--- config.mk ---
export PLATFORM = sky130hd
export DESIGN_NAME = hdlc_tx_framer
export DESIGN_NICKNAME = d
export VERILOG_FILES = /design/src/rtl/hdlc_tx_framer.sv
export SDC_FILE = /design/constraint.sdc
export NUM_CORES = 1
export LEC_CHECK = 0
export CAP_MARGIN = 20
export CORE_ASPECT_RATIO = 1.2
export CORE_MARGIN = 5
export CORE_UTILIZATION = 63
export CTS_CLUSTER_DIAMETER = 200
export DETAILED_ROUTE_END_ITERATION = 7
export DONT_BUFFER_PORTS = 1
export PLACE_DENSITY = 0.89
export SYNTH_ARGS = -nofsm -noshare
export SYNTH_HDL_FRONTEND = slang
export SYNTH_SLANG_ARGS = --single-unit
--- constraint.sdc ---
create_clock -name clk -period 2.8 [get_ports clk]
set_clock_uncertainty 0.2 [all_clocks]
set_input_delay 0.28 -clock clk [delete_from_list [all_inputs] [get_ports clk]]
set_output_delay 0.28 -clock clk [all_outputs]
set_load 0.01 [all_outputs]
--- src/rtl/hdlc_tx_framer.sv ---
module hdlc_tx_framer #(
  parameter int GAP_W = 4
) (
  input  logic             clk,
  input  logic             rst_n,
  input  logic             bit_en,
  input  logic             crc32_sel,
  input  logic [GAP_W-1:0] flag_gap,
  input  logic             idle_flags,
  input  logic             pre_en,
  input  logic [7:0]       pre_pattern,
  input  logic             in_valid,
  input  logic [7:0]       in_data,
  input  logic             in_sof,
  input  logic             in_eof,
  output logic             in_ready,
  output logic             txd
);
  localparam logic [7:0]  FLAG      = 8'h7E;
  localparam logic [4:0]  BYTE_LAST = 5'd7;
  localparam logic [4:0]  F16_LAST  = 5'd15;
  localparam logic [4:0]  F32_LAST  = 5'd31;
  localparam logic [2:0]  RUN_MAX   = 3'd5;

  typedef enum logic [2:0] {S_IDLE, S_PRE, S_OPEN, S_DATA, S_FCS, S_CLOSE} st_t;

  st_t              st;
  logic [31:0]      sh, crc, crc_nx;
  logic [4:0]       bitcnt, last_idx;
  logic [2:0]       ones;
  logic [GAP_W-1:0] nflags, gap;
  logic             hv, h_sof, h_eof, cur_eof;
  logic [7:0]       h_data, idle_pat;
  logic             stuff, unit_end, fb, start_ok, take;

  assign stuff    = ones == RUN_MAX;
  assign last_idx = (st == S_FCS) ? (crc32_sel ? F32_LAST : F16_LAST) : BYTE_LAST;
  assign unit_end = bit_en && !stuff && bitcnt == last_idx;
  assign gap      = (flag_gap == '0) ? GAP_W'(1) : flag_gap;
  assign idle_pat = idle_flags ? FLAG : 8'hFF;
  assign start_ok = hv && h_sof;
  assign in_ready = !hv;

  assign fb     = crc[0] ^ sh[0];
  assign crc_nx = crc32_sel ? ((crc >> 1) ^ (fb ? 32'hEDB88320 : 32'h0))
                            : {16'h0, (crc[15:0] >> 1) ^ (fb ? 16'h8408 : 16'h0)};

  assign take = unit_end && hv &&
                ((st == S_IDLE && !h_sof) || st == S_OPEN || (st == S_DATA && !cur_eof) ||
                 (st == S_CLOSE && (!h_sof || nflags >= gap)));

  always_ff @(posedge clk) begin
    if (!rst_n) begin
      hv <= 1'b0; h_sof <= 1'b0; h_eof <= 1'b0; h_data <= '0;
    end else if (in_valid && !hv) begin
      hv <= 1'b1; h_sof <= in_sof; h_eof <= in_eof; h_data <= in_data;
    end else if (take) begin
      hv <= 1'b0;
    end
  end

  always_ff @(posedge clk) begin
    if (!rst_n) begin
      st <= S_IDLE; sh <= 32'hFF; txd <= 1'b1; bitcnt <= '0; ones <= '0;
      crc <= '1; cur_eof <= 1'b0; nflags <= '0;
    end else if (bit_en && stuff) begin
      txd  <= 1'b0;
      ones <= '0;
    end else if (bit_en) begin
      txd    <= sh[0];
      sh     <= sh >> 1;
      ones   <= ((st == S_DATA || st == S_FCS) && sh[0]) ? ones + 3'd1 : 3'd0;
      bitcnt <= unit_end ? 5'd0 : bitcnt + 5'd1;
      if (st == S_DATA) crc <= crc_nx;
      if (unit_end) begin
        case (st)
          S_IDLE:
            if (start_ok) begin
              st <= pre_en ? S_PRE : S_OPEN;
              sh <= {24'h0, pre_en ? pre_pattern : FLAG};
            end else sh <= {24'h0, idle_pat};
          S_PRE: begin st <= S_OPEN; sh <= {24'h0, FLAG}; end
          S_OPEN: begin
            st <= S_DATA; sh <= {24'h0, h_data}; cur_eof <= h_eof; crc <= '1;
          end
          S_DATA:
            if (hv && !cur_eof) begin
              sh <= {24'h0, h_data}; cur_eof <= h_eof;
            end else begin
              st <= S_FCS; sh <= ~crc_nx;
            end
          S_FCS: begin st <= S_CLOSE; sh <= {24'h0, FLAG}; nflags <= GAP_W'(1); end
          default:
            if (start_ok && nflags < gap) begin
              sh <= {24'h0, FLAG}; nflags <= nflags + GAP_W'(1);
            end else if (start_ok) begin
              st <= S_DATA; sh <= {24'h0, h_data}; cur_eof <= h_eof; crc <= '1;
            end else begin
              st <= S_IDLE; sh <= {24'h0, idle_pat};
            end
        endcase
      end
    end
  end

  a_r8_hold_without_enable: assert property (@(posedge clk) disable iff (!rst_n)
    !bit_en |=> $stable(txd));
  a_r3_zero_after_five: assert property (@(posedge clk) disable iff (!rst_n)
    (bit_en && ones == RUN_MAX) |=> !txd);
  a_r3_run_limit: assert property (@(posedge clk) disable iff (!rst_n)
    ones <= RUN_MAX);
  a_r9_single_slot: assert property (@(posedge clk) disable iff (!rst_n)
    (in_valid && in_ready) |=> !in_ready);
  a_r6_gap_bound: assert property (@(posedge clk) disable iff (!rst_n)
    nflags <= gap);
endmodule

Word-level counts from Yosys, hierarchy flattened --
Index checks and enable logic that the tools add are counted. W data, S select, Z words.
Storage, ports and cells: word-level logic and storage cells 111, bits in registers 92, output and inout port bits 2, input port bits 29
Cells by class: bitwise gates (word level) 8, equality and inequality tests 12, mux-type cells 37, $add $sub $neg 3, order comparisons 2, reduce and logical (&&, ||, !) cells 37
Operators by type and width (count):
- $mux W32 | 8
- $pmux W32 S4 | 1
- $pmux W32 S2 | 1
- $mux W8 | 5
- $not A32 Y32 | 1
- $xor A31 B32 Y32 | 1
- $mux W16 | 1
- $xor A15 B16 Y16 | 1
- $mux W5 | 3
- $pmux W3 S5 | 1
- $logic_and A1 B1 Y1 | 13
- $mux W3 | 4
- $eq A3 B3 Y1 const B | 3
- $mux W4 | 2
- $pmux W4 S2 | 1
- $reduce_or A4 Y1 | 2
- $mux W1 | 7
- $reduce_and A7 Y1 | 1
- $eq A3 B2 Y1 const B | 2
- $ne A6 B5 Y1 const B | 1
- $reduce_and A6 Y1 | 1
- $reduce_bool A2 Y1 | 3
- $add A5 B1 Y5 const B | 1
- $eq A5 B5 Y1 | 1
- 21 further kinds | 34

Longest topological paths before layout --
Gate-level depths: netlist (run 1).
depth in word-level cells 9, depth in mapped cells 9, mapped depth without buffers 8

Least setup slack after synthesis (run 1) --
No wires, ideal clock.
path type input-to-reg, from input flag_gap[1], to register crc[17], data arrival time 1.791 ns, setup time 0.145 ns, stages 8, slack 0.664 ns, path through inv_1 -> ha_1 -> nor2b_1 -> o21bai_1 -> a21boi_1 -> o21ai_1 -> buf_2 -> o2111ai_1
Between the ends: cells in the longest elaborated chain, start to end 7
RTL lines:
- from (decl) | line 8 | input logic [GAP_W-1:0] flag_gap,
- $logic_not A4 Y1 | line 39 | assign gap = (flag_gap == '0) ? GAP_W'(1) : flag_gap;
- $mux W4 (*) | line 39
- $lt A4 B4 Y1 (*) | line 94 | if (start_ok && nflags < gap) begin
- $logic_and A1 B1 Y1 (*) | line 94
- $mux W32 (*) | line 94
- $pmux W32 S2 (*) | line 76 | case (st)
- $mux W32 (*) | line 75 | if (unit_end) begin
- to (signal assigned) | line 74 | if (st == S_DATA) crc <= crc_nx;
- to (decl) | line 28 | logic [31:0] sh, crc, crc_nx;
Every way passes the cells marked *; elsewhere a longest branch is shown, timed or not. A chain may end at the register's enable or synchronous reset.

Worst setup path after layout (run 1) --
from register st[1], to register sh[2]
Between the ends: cells in the longest elaborated chain, start to end 5, elaborated cells between the ends (all ways) 11
RTL lines:
- from (decl) | line 27 | st_t st;
- from (signal assigned) | line 79 | st <= pre_en ? S_PRE : S_OPEN;
- $eq A3 B3 Y1 | line 37, 76
- $mux W5 | line 37 | assign last_idx = (st == S_FCS) ? (crc32_sel ? F32_LAST : F16_LAST) : BYTE_LAST;
- $eq A5 B5 Y1 | line 38 | assign unit_end = bit_en && !stuff && bitcnt == last_idx;
- $logic_and A1 B1 Y1 | line 38
- $mux W32 (*) | line 75
- to (signal assigned) | line 71 | sh <= sh >> 1;
- to (signal assigned) | line 80 | sh <= {24'h0, pre_en ? pre_pattern : FLAG};
- to (signal assigned) | line 81 | end else sh <= {24'h0, idle_pat};
- to (decl) | line 28
Marks and branches as above.

==> results of run 1 <==
[sequential cells by signal, indices dropped and copies added, names as in the netlist]
signal and cells:
h_sof 1, bitcnt 5, nflags 4, h_eof 1, h_data 8, hv 1
st 3, txd 1, sh 32, cur_eof 1, ones 3, crc 32
[metrics by stage]
stage          cells  power, uW  hold slack (ns)
6_report         654       2531          0.02451
5_1_grt          654       2612          0.04596
3_5_place_dp     620       1528           0.1530
4_1_cts          653       2527         0.005272
2_1_floorplan    552       1508           0.2160
3_3_place_gp     620       1522           0.1487
[worst paths after layout]
check | endpoint | slack, ns | cells after the start
setup reg to reg | sh[2] | 0.35 | 5
hold reg to reg | h_data[6] | 0.27 | 2
hold / removal | sh[30] | 0.02 | 3
setup / recovery | sh[2] | 0.35 | 5
[power by group through the flow]
stage               combinational [uW]  clock [uW]  sequential (uW)
global placement                   143           0             1380
CTS                                189         988             1350
global route                       212        1050             1350
floorplan                          136           0             1370
finish                             194         986             1350
detailed placement                 148           0             1380
[cell families (layout without fill, tap and decap cells)]
kind of cell / Yosys count / after routing
and+or+nand+nor: 216 / 216
AOI/OAI and AO/OA: 158 / 158
DFF: 92 / 92
buffers and inverters: 50 / 62
xor gates and xnor gates: 20 / 20
adders and majority gates: 8 / 8
muxes: 8 / 8
[Yosys cell counts, drive strengths merged, types with 5 or more instances]
cell type | number | area share
a221o | 17 | 0.037
nand3 | 7 | 0.0077
xor2 | 15 | 0.029
o31ai | 6 | 0.0099
o32ai | 6 | 0.012
o2111ai | 19 | 0.037
clkbuf | 23 | 0.019
nor2b | 8 | 0.011
ha | 8 | 0.022
a211o | 6 | 0.012
nor3 | 6 | 0.0066
nor2 | 31 | 0.026
o21ai | 25 | 0.030
a31oi | 7 | 0.0096
dfxtp | 92 | 0.41
and3 | 5 | 0.0069
mux2i | 7 | 0.015
or3 | 5 | 0.0069
a21oi | 35 | 0.039
inv | 9 | 0.0074
o21a | 7 | 0.012
xnor2 | 5 | 0.0096
buf | 17 | 0.020
nand4 | 16 | 0.022
nand2 | 125 | 0.10
[routing by layer]
layer / vias up / wire length (um) / track usage
met5: - / 0 / 0
met4: 0 / 549 / 0.1582
met3: 49 / 858 / 0.06235
met2: 196 / 5738 / 0.4443
met1: 1968 / 4712 / 0.3360
li1: 2024 / - / -
[cell usage in the layout (no fill, tap or decap), drive strengths merged, types with 7 or more instances in the layout]
cell type	n
nand2	125
dfxtp	92
a21oi	35
nor2	31
o21ai	25
o2111ai	19
buf	19
a221o	17
nand4	16
dlygate4sd3	16
xor2	15
inv	13
clkbuf	11
nor2b	8
ha	8
o21a	7
mux2i	7
nand3	7
a31oi	7
[area by class of cell]
type | instances | area share
multi-input combinational | 410 | 0.4939
inverter | 10 | 0.007446
clock inverter | 6 | 0.01564
clock buffer | 10 | 0.02730
timing repair buffer | 36 | 0.06801
tap | 90 | 0.02234
sequential | 92 | 0.3654
[critical path: cells and delay by family, from the launching register on]
kind            cells  cell delay [ns]
compound gates      4             1.23
simple gates        1             0.33
flops               1             0.60
==> impl_metrics.csv, run 1 <==
group,metric,value,unit
run_status,outcome,"finished clean",
critical_path,required,2.89,ns
routing,firstDrtPassIters,5,
clock_network,numClockSinks,92,
power_and_ir_drop,power_density,502.1,nW/um^2
placed_design,gp_congestion,0.9806,
clock_network,root_buffer,"clkbuf_8",
floorplanning,core_area,7147,um^2
critical_path,critPathMaxFanout,12,
critical_path,path_cells,"o21ai_0 -> nor2_1 -> a21boi_1 -> o21ai_0 -> a211o_1",
timing,finalCritPeriodShare,0.8767,
synth,avgSynthCellArea,8.226,um^2
critical_path,cp_common_cell,"o21ai_0",
synth,ys_seq_elements,92,
critical_path,crit_type,"flop to flop",
clock_network,clk_latency,0.38,ns
placed_design,post-dp-hpwl,7601,um
floorplanning,initial_utilization,0.6353,
worst_hold_path,hold_class,"input port to flop",
critical_path,crit_slowest_cell,"dfxtp_1",
critical_path,arrival,2.54,ns
grt,grtUsageTotal,0.2752,
routing,wl_per_cell,18.13,um
cells_and_area,drive_above_1_share,0.08511,
timing,fin_setup_tns,0,ns
synth,netlist_area,4541,um^2
floorplanning,io_pins,31,
critical_path,start_kind,"flop",
clock_network,cts_repair_resize_count,0,
placed_design,port_buffers,0,
power_and_ir_drop,power_switching,668.1,uW
clock_network,htreeDepth,3,
synth,synth_mux_area_frac,0.01874,
cells_and_area,final_area,5041,um^2
clock_network,clk_pin_slew,0.11,ns
timing,worst_slew_pin_slew,0.7748,ns
synth,synthFlopType,"dfxtp_1",
clock_network,clk_path_buf_depth,2,
timing,hold_viol,0,
floorplanning,fp.dieH,103,um
grt,grt_pass1_vias,4041,
worst_hold_path,min_from,"rst_n",
critical_path,slowest_delay,0.60,ns
clock_network,cts_hold_buf,17,
timing,setup_viol,0,
power_and_ir_drop,combPwrFrac,0.077,
routing,wl,11860,um
cells_and_area,fillers,543,
cells_and_area,utilization,0.7054,
routing,via_per_inst,6.479,
placed_design,dpl-instance-area,4629,um^2
power_and_ir_drop,switching_share,0.2640,
clock_network,post_cts.repair.setup_buffers,0,
routing,dr_total_vias,4237,
synth,synthAdderAreaFrac,0.02204,
grt,grt_pass1_wl,19370,um
power_and_ir_drop,p_seq_frac,0.534,
floorplanning,dieWidth,87.50,um
timing,fmax,0.4074,GHz
grt,gr-total-overflow,0,
cells_and_area,fin_nets,596,
power_and_ir_drop,ir_worst_vdd,0.5056,mV
routing,dr.first_iter.drc_count,321,
grt,antenna_found_initial,0,
cells_and_area,syn_to_final_growth,11.02,%
timing,fin_ws,0.3452,ns
synth,yosysWarnings,0,
power_and_ir_drop,pwr-share-clk,0.390,
placed_design,pre_cts_ws,0.1791,ns
grt,grt_start_max_net_pins,62,
synth,synth_edf_count,0,
floorplanning,rows,34,
synth,synthCells,552,
power_and_ir_drop,power.internal,1863,uW
routing,ant_nets,0,
synth,synth_fp_nets,589,
flow_run,maxCapViolations,0,
timing,slew_headroom,0.4818,
routing,post-route-drc-count,0,
cells_and_area,ff_latch_area,1842,um^2
synth,synth_top_family_by_area,"compound AO/OA/AOI/OAI gates",
synth,ys_seq_area_frac,0.4056,
critical_path,critical_path.startpoint,"st[1]",
power_and_ir_drop,p_leak,0.002070,uW
floorplanning,die_area,9013,um^2
critical_path,cp-end-kind,"flop",
timing,rsz0062_at_grt,"false",
clock_network,cts_tree,"built",
cells_and_area,multiInputGateArea,2490,um^2
synth,synthArstFlopShare,0,
timing,drv_slew,0,
synth,synth_cell_types,62,
cells_and_area,diodes,0,
timing,fin_crit,2.455,ns
critical_path,r2r_start,"st[1]",
synth,yosys.area_share.simple,0.2138,
synth,synth_xor_area_frac,0.03858,
clock_network,cts_made_buffers,9,
synth,synth_compound_area_frac,0.2543,
Note: power is estimated with default switching activity, not from simulation.
==> inputs of run 2 (changes only) <==
Settings changed: CORE_UTILIZATION 63 to 65, CTS_BUF_LIST set to sky130_fd_sc_hd__clkbuf_8, PLACE_DENSITY 0.89 to 0.91.
==> run 2 against run 1 <==
Worst setup slack got worse by 0.013 ns. Final cell count down 0.92%. Clock-buffer cell count unchanged. Global-route usage grew 1.7 points. Utilization up 2.6 points. Hold slack worse by 0.020 ns. Total power is 1.8% lower. Final area fell by 1.1%. Clock power down 4.5%. Largest cell class unchanged. Non-clock buffer count is 3 lower. Critical endpoint is now sh[11]. Flip-flop and latch count unchanged. First-iteration DRC count increased by 7.5%.
==> impl_metrics.csv, run 2 (synthesized netlist as in run 1, its figures left out) <==
group,metric,value,unit
run_status,outcome,"finished clean",
clock_network,clk_path_buf_depth,2,
grt,grtUsageTotal,0.2923,
clock_network,numClockSinks,92,
floorplanning,dieWidth,86.30,um
timing,fin_ws,0.3320,ns
placed_design,pre_cts_ws,0.09024,ns
grt,antenna_found_initial,0,
cells_and_area,utilization,0.7315,
critical_path,r2r_cells,7,
critical_path,crit_type,"flop to flop",
timing,setup_viol,0,
grt,grt_start_max_net_pins,63,
routing,dr_total_vias,4322,
critical_path,critPathMaxFanout,19,
clock_network,post_cts.repair.setup_buffers,0,
floorplanning,initial_utilization,0.6665,
critical_path,r2r_start,"ones[1]",
cells_and_area,diodes,0,
routing,wl,12070,um
clock_network,htreeDepth,3,
floorplanning,die_area,8764,um^2
timing,slew_headroom,0.4862,
routing,wl_per_cell,18.63,um
floorplanning,io_pins,31,
routing,ant_nets,0,
placed_design,gp_congestion,0.9438,
cells_and_area,syn_to_final_growth,9.755,%
timing,rsz0062_at_grt,"false",
routing,post-route-drc-count,0,
critical_path,required,2.91,ns
clock_network,cts_made_buffers,9,
clock_network,root_buffer,"clkbuf_8",
power_and_ir_drop,power_density,498.5,nW/um^2
critical_path,rrSetupSlack,0.33,ns
clock_network,cts_tree,"built",
critical_path,reg2reg_to,"sh[11]",
critical_path,cp-endpoint,"sh[11]",
critical_path,cp-end-kind,"flop",
floorplanning,rows,33,
power_and_ir_drop,ir_worst_vdd,0.3598,mV
power_and_ir_drop,p_leak,0.002042,uW
critical_path,critical_path.startpoint,"ones[1]",
cells_and_area,instances_no_fill,648,
flow_run,maxCapViolations,0,
timing,worst_slew_pin_slew,0.7682,ns
cells_and_area,fin_nets,593,
timing,finalCritPeriodShare,0.8814,
timing,fmax,0.4052,GHz
timing,drv_slew,0,
grt,grt_pass1_wl,20290,um
grt,grt_pass1_vias,4260,
critical_path,start_kind,"flop",
placed_design,port_buffers,0,
clock_network,clk_latency,0.38,ns
placed_design,post-dp-hpwl,7855,um
worst_hold_path,hold_class,"input port to flop",
timing,fin_crit,2.468,ns
routing,firstDrtPassIters,5,
routing,dr.first_iter.drc_count,345,
cells_and_area,final_common_cell,"nand2_1",
clock_network,clk_pin_slew,0.09,ns
cells_and_area,fillers,494,
placed_design,dp.cells,615,
timing,hold_viol,0,
timing,fin_setup_tns,0,ns
critical_path,arrival,2.58,ns
power_and_ir_drop,p_total,2484,uW
cells_and_area,drive_above_1_share,0.08200,
routing,via_per_inst,6.670,
floorplanning,fp.dieH,101.6,um
grt,gr-total-overflow,0,
cells_and_area,reg_top3,"crc: 32 flops, sh: 32 flops, h_data: 8 flops",
floorplanning,core_area,6813,um^2
cells_and_area,final_cell_mix,"nand2_1, dfxtp_1, a21oi_1",
==> run 2: cell count changes in the layout (fill, tap and decap cells not counted), sizes merged <==
cell	delta
clkinv	+2
buf	-2
dlygate4sd3	-1
inv	-2
==> run 2: worst min path at each step <==
stage | from | cells after the start | end
after detailed placement | rst_n | 1 | txd
after floorplan | in_data[0] | 2 | h_data[0]
after global routing | crc32_sel | 2 | sh[18]
after CTS | crc32_sel | 2 | sh[18]
final | crc32_sel | 2 | sh[18]
after global placement | rst_n | 1 | txd
==> run 2: stage by stage <==
step	hold slack, ns	area (um^2)
4_1_cts	0.003327	4976
3_3_place_gp	0.1487	4598
2_1_floorplan	0.2160	4541
6_report	0.004428	4984
5_1_grt	0.004110	4984
3_5_place_dp	0.1543	4598
==> run 2: layout make-up <==
| type | count | area (um^2) | share of cell area |
|---|---|---|---|
| Clock inverter | 6 | 70.07 | 0.01406 |
| Sequential cell | 92 | 1842 | 0.3696 |
| Clock buffer | 10 | 137.6 | 0.02762 |
| Inverter | 10 | 37.54 | 0.007532 |
| Tap cell | 87 | 108.9 | 0.02184 |
| Multi-Input combinational cell | 410 | 2490 | 0.4996 |
| Timing Repair Buffer | 33 | 297.8 | 0.05975 |
==> run 2: what timing repair did <==
| item | 4_1_cts | 5_1_grt |
|---|---|---|
| hold buffers | 16 | 0 |
| resized for setup | 0 | 0 |
| hold endpoints to repair | 77 | 0 |
==> run 2: critical path: stages (launching register included) <==
cell	delay, ns
dfxtp_1	0.37
inv_1	0.06
ha_1	0.22
a21bo_2	0.36
a41oi_1	0.31
a21oi_2	0.17
nor2_2	0.47
a221o_1	0.25
==> run 2: metal layers <==
metal	vias up	part of all wire	wire, um	track usage
li1	2015	-	-	-
met4	0	0.047	570	0.1715
met3	49	0.065	784	0.05370
met1	2050	0.39	4758	0.3286
met5	-	0	0	0
met2	208	0.49	5958	0.5139
==> run 2: where the power goes <==
part,switching (uW),leakage (uW),total [uW],internal [uW]
clock network,497,0.000107,942,445
registers,18.9,0.000747,1350,1330
logic,121,0.00119,193,71.9
